`src/rtl/tmr_pkg.sv`:
```
package tmr_pkg;
   localparam int CTRL_W       = 32;
   localparam int CTRL_EN_BIT  = 30;
   localparam int CTRL_IE_BIT  = 29;
   localparam int CTRL_PER_BIT = 27;
   localparam int CTRL_RST_BIT = 26;
   localparam int CTRL_ACT_BIT = 25;
   localparam int PS_FIELD_W   = 8;

   localparam logic [1:0] SEL_CTRL = 2'd0;
   localparam logic [1:0] SEL_INIT = 2'd1;
   localparam logic [1:0] SEL_STAT = 2'd2;

   typedef struct packed {
      logic en;
      logic ie;
      logic per;
      logic act;
   } ctrl_flags_t;
endpackage

```
`src/rtl/tmr_ctrl_reg.sv`:
```
module tmr_ctrl_reg
   import tmr_pkg::*;
#(
   parameter int PS_W   = 8,
   parameter int PS_RST = 5
) (
   input  logic              clk,
   input  logic              rst_n,
   input  logic              ctrl_wr,
   input  logic [CTRL_W-1:0] wr_data,
   input  logic              zero_evt,
   output ctrl_flags_t       flags,
   output logic [PS_W-1:0]   ps,
   output logic              rst_req,
   output logic [CTRL_W-1:0] ctrl_word
);
   localparam logic [PS_W-1:0] PS_INIT = PS_W'(PS_RST);

   if (PS_W < 1 || PS_W > PS_FIELD_W) begin : g_bad_ps_w
      $error("tmr_ctrl_reg: PS_W must lie in 1..8");
   end
   if (PS_RST < 0 || PS_RST >= (1 << PS_W)) begin : g_bad_ps_rst
      $error("tmr_ctrl_reg: PS_RST does not fit PS_W bits");
   end

   logic wr_en_bit;

   assign rst_req   = ctrl_wr & wr_data[CTRL_RST_BIT];
   assign wr_en_bit = wr_data[CTRL_EN_BIT] & ~wr_data[CTRL_RST_BIT];

   always_ff @(posedge clk) begin
      if (!rst_n) begin
         flags <= '0;
         ps    <= PS_INIT;
      end else if (ctrl_wr) begin
         flags.en  <= wr_en_bit;
         flags.act <= wr_en_bit;
         flags.ie  <= wr_data[CTRL_IE_BIT];
         flags.per <= wr_data[CTRL_PER_BIT];
         ps        <= wr_data[PS_W-1:0];
      end else if (zero_evt && !flags.per) begin
         flags.en  <= 1'b0;
         flags.act <= 1'b0;
      end
   end

   always_comb begin
      ctrl_word               = '0;
      ctrl_word[CTRL_EN_BIT]  = flags.en;
      ctrl_word[CTRL_IE_BIT]  = flags.ie;
      ctrl_word[CTRL_PER_BIT] = flags.per;
      ctrl_word[CTRL_ACT_BIT] = flags.act;
      ctrl_word[PS_W-1:0]     = ps;
   end

   // counter reset in the same write as enable leaves the channel off
   p_rst_blocks_en_r3: assert property (@(posedge clk) disable iff (!rst_n)
      (ctrl_wr && wr_data[CTRL_RST_BIT]) |=> !flags.en);

   // one-shot expiry with no competing write stops the channel
   p_oneshot_stop_r7: assert property (@(posedge clk) disable iff (!rst_n)
      (zero_evt && !flags.per && !ctrl_wr) |=> (!flags.en && !flags.act));
endmodule

```
`src/rtl/tmr_prescaler.sv`:
```
module tmr_prescaler #(
   parameter int PS_W = 8
) (
   input  logic            clk,
   input  logic            rst_n,
   input  logic            run,
   input  logic            ref_tick,
   input  logic            restart,
   input  logic [PS_W-1:0] ps,
   output logic            step
);
   logic [PS_W-1:0] phase;
   logic            wrap;

   // >= rather than == so that lowering the prescale mid-phase cannot skip a wrap
   assign wrap = (phase >= ps);
   assign step = run & ref_tick & wrap;

   always_ff @(posedge clk) begin
      if (!rst_n) begin
         phase <= '0;
      end else if (restart) begin
         phase <= '0;
      end else if (run && ref_tick) begin
         phase <= wrap ? '0 : phase + 1'b1;
      end
   end

   // a reload restarts the prescaler phase
   p_phase_restart_r5: assert property (@(posedge clk) disable iff (!rst_n)
      restart |=> (phase == '0));
endmodule

```
`src/rtl/tmr_counter.sv`:
```
module tmr_counter #(
   parameter int CNT_W = 32
) (
   input  logic             clk,
   input  logic             rst_n,
   input  logic             step,
   input  logic             periodic,
   input  logic             en,
   input  logic             reload,
   input  logic [CNT_W-1:0] reload_val,
   input  logic [CNT_W-1:0] init_val,
   input  logic             stat_clr,
   output logic [CNT_W-1:0] count,
   output logic             status,
   output logic             zero_evt
);
   localparam logic [CNT_W-1:0] ONE = CNT_W'(1);

   assign zero_evt = step & (count <= ONE);

   always_ff @(posedge clk) begin
      if (!rst_n) begin
         count <= '0;
      end else if (reload) begin
         count <= reload_val;
      end else if (zero_evt) begin
         count <= periodic ? init_val : '0;
      end else if (step) begin
         count <= count - ONE;
      end
   end

   always_ff @(posedge clk) begin
      if (!rst_n) begin
         status <= 1'b0;
      end else if (zero_evt) begin
         status <= 1'b1;
      end else if (stat_clr) begin
         status <= 1'b0;
      end
   end

   // an ordinary step lowers the count by exactly one
   p_step_dec_r5: assert property (@(posedge clk) disable iff (!rst_n)
      (step && !reload && count > ONE) |=> (count == $past(count) - ONE));

   // with enable clear and no reload the count is frozen
   p_frozen_r8: assert property (@(posedge clk) disable iff (!rst_n)
      (!en && !reload) |=> $stable(count));

   // every zero event leaves the status bit set
   p_status_set_r7: assert property (@(posedge clk) disable iff (!rst_n)
      zero_evt |=> status);
endmodule

```
`src/rtl/ptimer_channel.sv`:
```
module ptimer_channel
   import tmr_pkg::*;
#(
   parameter int CNT_W    = 32,
   parameter int PS_W     = 8,
   parameter int PS_RST   = 5,
   parameter int STAT_IDX = 0
) (
   input  logic              clk,
   input  logic              rst_n,
   input  logic              ref_tick,
   input  logic              wr_en,
   input  logic [1:0]        wr_sel,
   input  logic [CTRL_W-1:0] wr_data,
   output logic [CTRL_W-1:0] ctrl_rd,
   output logic [CNT_W-1:0]  init_rd,
   output logic [CNT_W-1:0]  count_rd,
   output logic              status_rd,
   output logic              irq
);
   if (CNT_W < 2 || CNT_W > CTRL_W) begin : g_bad_cnt_w
      $error("ptimer_channel: CNT_W must lie in 2..32");
   end
   if (STAT_IDX < 0 || STAT_IDX >= CTRL_W) begin : g_bad_stat_idx
      $error("ptimer_channel: STAT_IDX outside the status word");
   end

   ctrl_flags_t      flags;
   logic [PS_W-1:0]  ps;
   logic             rst_req;
   logic             ctrl_wr;
   logic             init_wr;
   logic             stat_clr;
   logic             step;
   logic             zero_evt;
   logic             reload;
   logic [CNT_W-1:0] reload_val;
   logic [CNT_W-1:0] init_q;

   assign ctrl_wr  = wr_en & (wr_sel == SEL_CTRL);
   assign init_wr  = wr_en & (wr_sel == SEL_INIT);
   assign stat_clr = wr_en & (wr_sel == SEL_STAT) & wr_data[STAT_IDX];
   assign reload   = init_wr | rst_req;

   if (CNT_W == CTRL_W) begin : g_full_width
      assign reload_val = init_wr ? wr_data : init_q;
   end else begin : g_narrow
      assign reload_val = init_wr ? wr_data[CNT_W-1:0] : init_q;
   end

   always_ff @(posedge clk) begin
      if (!rst_n) begin
         init_q <= '0;
      end else if (init_wr) begin
         init_q <= reload_val;
      end
   end

   tmr_ctrl_reg #(.PS_W(PS_W), .PS_RST(PS_RST)) i_ctrl (
      .clk(clk), .rst_n(rst_n), .ctrl_wr(ctrl_wr), .wr_data(wr_data),
      .zero_evt(zero_evt), .flags(flags), .ps(ps), .rst_req(rst_req),
      .ctrl_word(ctrl_rd)
   );

   tmr_prescaler #(.PS_W(PS_W)) i_pre (
      .clk(clk), .rst_n(rst_n), .run(flags.en), .ref_tick(ref_tick),
      .restart(reload), .ps(ps), .step(step)
   );

   tmr_counter #(.CNT_W(CNT_W)) i_cnt (
      .clk(clk), .rst_n(rst_n), .step(step), .periodic(flags.per),
      .en(flags.en), .reload(reload), .reload_val(reload_val),
      .init_val(init_q), .stat_clr(stat_clr), .count(count_rd),
      .status(status_rd), .zero_evt(zero_evt)
   );

   assign init_rd = init_q;
   assign irq     = flags.ie & status_rd;

   // the interrupt never stands without a pending status bit
   p_irq_needs_flag_r9: assert property (@(posedge clk) disable iff (!rst_n)
      irq |-> status_rd);

   // a pending status raises the interrupt once enabled
   p_irq_when_enabled_r9: assert property (@(posedge clk) disable iff (!rst_n)
      (status_rd && ctrl_rd[CTRL_IE_BIT]) |-> irq);

   // an initial-count write shows in the count one cycle later
   p_init_loads_r4: assert property (@(posedge clk) disable iff (!rst_n)
      init_wr |=> (count_rd == init_rd));
endmodule

```
`config.mk`:
```
export PLATFORM = sky130hd
export DESIGN_NAME = ptimer_channel
export DESIGN_NICKNAME = d
export VERILOG_FILES = /design/src/rtl/tmr_pkg.sv /design/src/rtl/tmr_ctrl_reg.sv /design/src/rtl/tmr_prescaler.sv /design/src/rtl/tmr_counter.sv /design/src/rtl/ptimer_channel.sv
export SDC_FILE = /design/constraint.sdc
export NUM_CORES = 1
export LEC_CHECK = 0
export BUFFER_PORTS_ARGS = -buffer_cell sky130_fd_sc_hd__buf_2
export CAP_MARGIN = 10
export CORE_MARGIN = 2
export CORE_UTILIZATION = 53
export DETAILED_ROUTE_END_ITERATION = 6
export GPL_ROUTABILITY_DRIVEN = 0
export PLACE_DENSITY = 0.79
export SLEW_MARGIN = 20
export SYNTH_ARGS = -nofsm -noshare
export SYNTH_HDL_FRONTEND = slang
export SYNTH_SLANG_ARGS = --single-unit
export TNS_END_PERCENT = 5
```
`constraint.sdc`:
```
create_clock -name clk -period 2.7 [get_ports clk]
set_input_delay 0.405 -clock clk [delete_from_list [all_inputs] [get_ports clk]]
set_output_delay 0.405 -clock clk [all_outputs]
set_load 0.01 [all_outputs]
```
Yosys cells after proc, flatten, opt, wreduce, memory -nomap -nowiden
Index checks and enable logic that the tools add are counted.
{"block": "word_totals", "output_inout_bits": 98, "in_bits": 38, "regBits": 84, "word_cells": 45}
{"block": "classes", "reduce_logical": 8, "n_addsub": 2, "n_mux": 10, "magnitude_cmp": 2, "eq_ne": 2, "bitwise": 13}
{"cell": "$mux 32", "count": 5}
{"cell": "$le 32x1->1 const B", "count": 1}
{"cell": "$sub 32x1->32 const B", "count": 1}
{"cell": "$and 1x1->1", "count": 10}
{"cell": "$add 8x1->8 const B", "count": 1}
{"cell": "$ge 8x8->1", "count": 1}
{"cell": "$mux 8", "count": 1}
{"cell": "$mux 1", "count": 4}
{"cell": "$reduce_bool 2->1", "count": 2}
{"cell": "$reduce_bool 3->1", "count": 1}
{"cell": "$eq 2x1->1 const B", "count": 1}
{"cell": "$eq 2x2->1 const B", "count": 1}
{"cell": "$logic_and 1x1->1", "count": 2}
{"cell": "$logic_not 2->1", "count": 1}
{"cell": "$not 1->1", "count": 2}
{"cell": "$reduce_or 2->1", "count": 1}
{"cell": "$logic_not 1->1", "count": 1}
{"cell": "$or 1x1->1", "count": 1}

Longest topological paths before layout
Gate-level depths: netlist of run 1.
{"block": "logic_depth", "word_depth": 6, "depth_mapped": 10, "depth_no_buf": 8}

By module
A second synthesis of run 1 with hierarchy kept.
{"block": "unflattened", "cells_unflattened": 658, "hier_area_um2": 5612.9}
{"mod": "tmr_counter", "instances": 1, "area_each_um2": 2512.4, "cells_each": 338, "seq_area_each_um2": 660.6}
{"mod": "ptimer_channel", "instances": 1, "area_each_um2": 1764.2, "cells_each": 179, "seq_area_each_um2": 640.6}
{"mod": "tmr_ctrl_reg", "instances": 1, "area_each_um2": 700.7, "cells_each": 73, "seq_area_each_um2": 220.2}
{"mod": "tmr_prescaler", "instances": 1, "area_each_um2": 635.6, "cells_each": 68, "seq_area_each_um2": 160.2}

Least setup slack after synthesis of run 1
Ideal clock, no wire load.
{"block": "synth_path", "path_type": "reg2reg", "from": "register i_ctrl.ps[2]", "to": "register i_pre.phase[1]", "n_path_buf": 2, "t_arrival_ns": 2.335, "slack_ns": 0.291, "path_stages_with_launch": 11, "setup_time_ns": 0.074, "required_time_ns": 2.626, "period_less_slack_ns": 2.409, "cell_sequence": "dfxtp_1 > inv_1 > ha_1 > and3_1 > o21ai_0 > a311o_1 > and2_1 > clkbuf_1 > clkbuf_1 > nand3_1 > a21oi_1"}
{"block": "synth_between", "elab_chain_cells": 2}
{"item": "start: declaration", "line_no": "tmr_ctrl_reg.sv:13", "text": "output logic [PS_W-1:0] ps,"}
{"item": "start signal: assignment", "line_no": "tmr_ctrl_reg.sv:40", "text": "ps <= wr_data[PS_W-1:0];"}
{"item": "$ge 8x8->1", "line_no": "tmr_prescaler.sv:16", "text": "assign wrap = (phase >= ps);"}
{"item": "$mux 8", "line_no": "tmr_prescaler.sv:25", "text": "phase <= wrap ? '0 : phase + 1'b1;"}
{"item": "end signal: assignment", "line_no": "tmr_prescaler.sv:25"}
{"item": "end: declaration", "line_no": "tmr_prescaler.sv:12", "text": "logic [PS_W-1:0] phase;"}
Every way passes these cells.
A chain may end at the register's enable or synchronous reset.

Final worst setup path of run 1
{"block": "layout_path", "from": "register i_cnt.count[18]", "to": "register i_cnt.count[14]"}
{"block": "layout_between", "elab_chain_cells": 4, "word_cells_on_any_way": 5, "cone_classes": "order compare (1); mux (2); bitwise (1); reduce/logical (1)"}
{"item": "start: declaration", "line_no": "tmr_counter.sv:13", "text": "output logic [CNT_W-1:0] count,"}
{"item": "start signal: assignment", "line_no": "tmr_counter.sv:25", "text": "count <= reload_val;"}
{"item": "start signal: assignment", "line_no": "tmr_counter.sv:27", "text": "count <= periodic ? init_val : '0;"}
{"item": "start signal: assignment", "line_no": "tmr_counter.sv:29", "text": "count <= count - ONE;"}
{"item": "$le 32x1->1 *", "line_no": "tmr_counter.sv:19", "text": "assign zero_evt = step & (count <= ONE);"}
{"item": "$and 1x1->1 *", "line_no": "tmr_counter.sv:19"}
{"item": "$mux 32", "line_no": "tmr_counter.sv:26", "text": "end else if (zero_evt) begin"}
{"item": "$mux 32", "line_no": "tmr_counter.sv:24", "text": "end else if (reload) begin"}
Every way passes the cells marked *; elsewhere a longest branch is shown, timed or not.

==> results.cfg, run 1 <==
[timing]
drv_slew = 0
max_freq_ghz = 0.3899
setup_viol = 0
rsz0062_at_grt = false
period_minus_slack_ps = 2565
finalSetupTns_ps = 0
hold_viol = 0
period_share_pct = 95.00
skew_ps = 13.61
worstMarginPinSlew_ps = 938.3
slew_headroom_pct = 37.36

[outcome]
status = finished clean

[layout]
final_cells = 808
drive_gt1_share_pct = 23.86
final_cell_area_mm2 = 0.005558
syn2layout_area_growth_pct = 16.50
num_antenna_cells = 0
final.fill_count = 768
nNetsFinal = 744

[critical_path]
critPathBufInv = 1
critPathArrivalTime_ps = 2820
critPathKind = reg2reg
end_kind = flip-flop
critPathRequiredTime_ps = 2960
crit_fanout = 14
critical-path-top-delay-family = simple AND/OR/NAND/NOR gates
start_kind = flip-flop
cp_slowest_cell = or4_1
worstPathCellList = or4_1, nor4_4, and4_2, buf_4, and3_1, a211oi_1, o32ai_1
critical_path.max_stage_delay_ps = 650

[cts]
cts_sinks = 84
clockBufferDepth = 2
cts_max_level = 3
cts_buffers = 9
cts_tree = yes
cts_hold_buf = 0
insertion_delay_ps = 360
clk_transition_reported_paths_ps = 80
ctsRootBufferMaster = clkbuf_8

[placement]
io_buffers = 115
dp.cells = 792
placed_cell_area_mm2 = 0.005395
hpwl_um = 9522

[route]
wire_per_inst_um = 16.23
first_pass_iters = 5
num_vias = 4682
remaining_drc_errors = 0
ant_nets = 0
finalWirelength_um = 13110
vias_per_cell = 5.795
drt_first_iter_violations = 334

[floorplan]
die_x_um = 98.88
core_area_mm2 = 0.008721
die_y_um = 98.88
io-pin-count = 136
initial_core_util_pct = 54.71
num_rows = 34
dieArea_mm2 = 0.009776

[yosys]
synth_edf_count = 0
synth_cells = 589
yosysSeqAreaShare_pct = 35.25
ys_async_sr_fraction_pct = 0
netlist_area_mm2 = 0.004771
synth_warnings = 0
synthDistinctLibCells = 56
ys_ff_latch = 84
ys.flop_type = dfxtp_1
avgSynthCellArea_um2 = 8.100

[pwr]
p_per_area_mw_per_mm2 = 497.1
p_total_uw = 2763
max-vdd-ir-drop_uv = 328.4
p_leak_uw = 0.002682

[global_routing]
grt_max_degree = 49
grt_pass1_wl_um = 21450
grt_use_total_pct = 26.56
antenna_found_initial = 0
grt_pass1_vias = 4482
grt_overflow_total = 0

[worst_hold_path]
min_path_type = in2reg

[run]
drv_cap = 0
[worst reg2reg max path: cells and delay by family (launching register included)]
kind | cells | cell delay [ps]
compound gates | 2 | 330
simple gates | 4 | 1550
buf+inv | 1 | 220
flops | 1 | 370
[logic make-up (layout without fill, tap and decap cells)]
| kind of cell | after synthesis | in the layout | synth area share [%] |
|---|---|---|---|
| xor gates and xnor gates | 30 | 30 | 5.507 |
| other | 1 | 20 | 0.07860 |
| DFF | 84 | 84 | 35.25 |
| buffers and inverters | 73 | 165 | 8.130 |
| adders and majority gates | 11 | 11 | 2.885 |
| AOI/OAI and AO/OA | 132 | 132 | 17.62 |
| muxes | 31 | 31 | 6.583 |
| and+or+nand+nor | 227 | 227 | 23.94 |
[cells in the mapped netlist (all sizes together), types with 2 or more instances]
cell	number	share of area (%)
and3	15	2.0
nor3	5	0.63
dfxtp	84	35
xor2	13	2.4
o211ai	5	0.79
o31ai	2	0.31
and2	8	1.0
or4	6	1.1
and4	4	0.73
inv	13	1.0
mux2i	28	5.9
nand2b	4	0.52
a211oi	4	0.63
or3	2	0.26
nand3	16	1.7
a311oi	2	0.37
a211o	3	0.55
a41o	3	0.63
o32ai	12	2.2
nand3b	4	0.63
xnor2	17	3.1
nor4	7	1.8
buf	31	4.8
o21ai	25	2.6
nor2b	3	0.39
nand2	53	4.2
nor3b	2	0.31
nand4b	5	0.92
nand4	4	0.66
nor2	88	7.0
a21oi	44	4.9
ha	11	2.9
a31oi	24	3.1
clkbuf	29	2.3
mux2	3	0.71
[metal layers]
layer / wire length [um] / vias up / global-route usage [%]
li1: - / 2265 / -
met5: 0 / - / 0
met2: 6286 / 202 / 45.17
met1: 5613 / 2189 / 33.92
met4: 271 / 0 / 7.903
met3: 939 / 26 / 5.603
[state kept, by name, summed over array words and instances, names as in the netlist]
register          cells
i_cnt.count          32
i_cnt.status          1
i_ctrl.ctrl_word      3
i_ctrl.ps             8
i_pre.phase           8
init_rd              32
[where the power goes]
group          internal, uW  switching (uW)
Combinational           261             400
Clock                   334             455
Sequential             1270            40.5
Total                  1870             895
[what timing repair did]
item                                    in CTS  in global routing
buffers inserted                             0                  0
endpoints found under the setup margin       0                  2
gates resized for setup                      0                  1
[through the flow]
stage | worst slack (ps) | hold slack [ps] | util [%]
2_1_floorplan | 291.3 | 483.0 | -
3_3_place_gp | 288.6 | 457.6 | 61.87
3_5_place_dp | 104.5 | 463.5 | 61.87
4_1_cts | 126.2 | 294.7 | 63.72
5_1_grt | 4.956 | 304.1 | 63.73
6_report | 135.0 | 298.6 | 63.73
[layout make-up]
cell class                      instances  area, um2  area share [%]
Sequential cell                        84       1682           30.26
Multi-Input combinational cell        451       2785           50.11
Timing Repair Buffer                  136      745.7           13.42
Clock inverter                          4      26.28          0.4728
Clock buffer                           12      135.1           2.431
Inverter                               13      48.80          0.8780
Tap cell                              108      135.1           2.431
[placed cells by master, fill, tap and decap left out, types with 5 or more instances in the layout]
master,synthesis,final
buf_4,25,20
clkbuf_8,0,9
xor2_1,13,13
nor2_1,87,87
a31oi_1,24,24
mux2i_1,28,28
and2_1,8,8
nand2_1,53,53
nand4b_1,5,5
buf_2,4,115
ha_1,11,11
xnor2_1,17,17
o211ai_1,5,5
conb_1,1,20
o21ai_0,16,16
o32ai_1,12,12
inv_1,12,12
and3_1,15,15
a21oi_1,43,43
o21ai_1,9,8
dfxtp_1,84,84
nand3_1,16,16
[final timing paths]
kind | start | end | slack, ps | cells after the start
setup / recovery | i_cnt.count[18] | i_cnt.count[14] | 130 | 7
setup reg to reg | i_cnt.count[18] | i_cnt.count[14] | 130 | 7
hold / removal | wr_data[4] | i_ctrl.ps[4] | 300 | 3
hold reg to reg | i_ctrl.ps[3] | i_ctrl.ps[3] | 470 | 2
No activity file was read; power rests on OpenSTA's default activity.
==> run 2, diff against run 1 <==
--- a/config.mk
+++ b/config.mk
@@ -7,6 +7,7 @@
 export LEC_CHECK = 0
 export BUFFER_PORTS_ARGS = -buffer_cell sky130_fd_sc_hd__buf_2
 export CAP_MARGIN = 10
+export CORE_ASPECT_RATIO = 1.25
 export CORE_MARGIN = 2
 export CORE_UTILIZATION = 53
 export DETAILED_ROUTE_END_ITERATION = 6
==> constraint.sdc (replaced) <==
create_clock -name clk -period 2.6 [get_ports clk]
set_input_delay 0.39 -clock clk [delete_from_list [all_inputs] [get_ports clk]]
set_output_delay 0.39 -clock clk [all_outputs]
set_load 0.01 [all_outputs]
==> results.cfg, run 2 (synthesis results as in run 1) <==
[layout]
nNetsFinal = 744
drive_gt1_share_pct = 24.14
syn2layout_area_growth_pct = 17.70
num_antenna_cells = 0
layout_common_cells = buf_2, nor2_1, dfxtp_1, nand2_1, a21oi_1
final_common_cell = buf_2
final_cell_area_mm2 = 0.005615

[timing]
fin_ws_ps = 186.3
slew_headroom_pct = 56.39
max_freq_ghz = 0.4143
period_share_pct = 92.84
finalSetupTns_ps = 0
skew_ps = 14.94
setup_viol = 0
rsz0062_at_grt = false
worstMarginPinSlew_ps = 653.2
period_minus_slack_ps = 2414
drv_slew = 0
hold_viol = 0
fin_hold_ws_ps = 267.8

[cts]
ctsRootBufferMaster = clkbuf_8
clk_transition_reported_paths_ps = 90
cts_sinks = 84
cts_buffers = 9
insertion_delay_ps = 370
cts_max_level = 3
cts_tree = yes
cts_hold_buf = 0
clockBufferDepth = 2

[route]
ant_nets = 0
wire_per_inst_um = 16.31
finalWirelength_um = 13380
first_pass_iters = 6
num_vias = 4735
vias_per_cell = 5.774
drt_first_iter_violations = 360
remaining_drc_errors = 0

[pwr]
p_per_area_mw_per_mm2 = 533.2
max-vdd-ir-drop_uv = 319.1
p_leak_uw = 0.002710

[placement]
placed_cell_area_mm2 = 0.005410
hpwl_um = 9530
pre_cts_ws_ps = 178.9
io_buffers = 115

[critical_path]
start_kind = flip-flop
critPathRequiredTime_ps = 2840
critPathArrivalTime_ps = 2660
critPathKind = reg2reg
end_kind = flip-flop
crit_fanout = 15

[global_routing]
grt_max_degree = 49
antenna_found_initial = 0
grt_use_total_pct = 28.12
grt_overflow_total = 0
grt_pass1_wl_um = 21570
grt_pass1_vias = 4470

[floorplan]
initial_core_util_pct = 54.83
core_area_mm2 = 0.008701
die_y_um = 110.1
num_rows = 38
die_x_um = 88.86
io-pin-count = 136
dieArea_mm2 = 0.009781

[run]
drv_cap = 0

[worst_hold_path]
min_path_type = in2reg

[outcome]
status = finished clean
[run 2: cell count changes in the layout (fill, tap and decap cells not counted), sizes merged]
cell      delta
bufinv       +1
clkinvlp     -1
[run 2: critical path, stage by stage (launching register included)]
cell and delay [ps]:
dfxtp_1 380, or4_1 640, nor4_4 330, and4_1 260, buf_4 220, nor2_1 70
a311oi_1 270, o32ai_1 130
[run 2: final timing paths]
path,start,end,slack [ps],depth (start not counted)
worst max-delay path,i_cnt.count[19],i_cnt.count[11],190,7
worst min-delay path,wr_data[27],i_ctrl.ctrl_word[27],270,3
worst max register to register,i_cnt.count[19],i_cnt.count[11],190,7
worst min register to register,i_ctrl.ps[1],i_ctrl.ps[1],470,2
[run 2: stage by stage]
stage,std cells,util (%),power [uW]
5_1_grt,820,64.54,3143
6_report,820,64.54,2994
4_1_cts,820,64.41,3008
3_3_place_gp,804,62.18,2051
3_5_place_dp,804,62.18,2065
2_1_floorplan,608,-,1903
[run 2: metal layers]
layer  GRT usage [%]  part of all wire, %  vias to the layer above  wire (um)
li1                -                    -                     2264          -
met1           34.70                   41                     2218       5419
met2           47.87                   51                      224       6781
met3           4.468                  6.6                       29        881
met4           12.45                  2.2                        0        292
met5               0                    0                        -          0
[run 2: final cells by class]
class                      count  area (um2)
clock inverter                 4       48.80
tap                          120       150.1
sequential                    84        1683
multi-input combinational    451        2794
clock buffer                  12       145.1
inverter                      13       48.80
fill                         756        3085
timing repair buffer         136       745.7
[run 2: what timing repair did]
action	CTS	global route
setup buffers	0	0
endpoints found under the setup margin	0	19
resized for setup	0	3
[run 2: where the power goes]
part	internal, uW	total [uW]	leakage (uW)	switching (uW)
Combinational	271	690	0.00193	419
Sequential	1320	1360	0.000682	38.3
Clock	470	945	0.000100	475
Total	2060	2990	0.00271	933
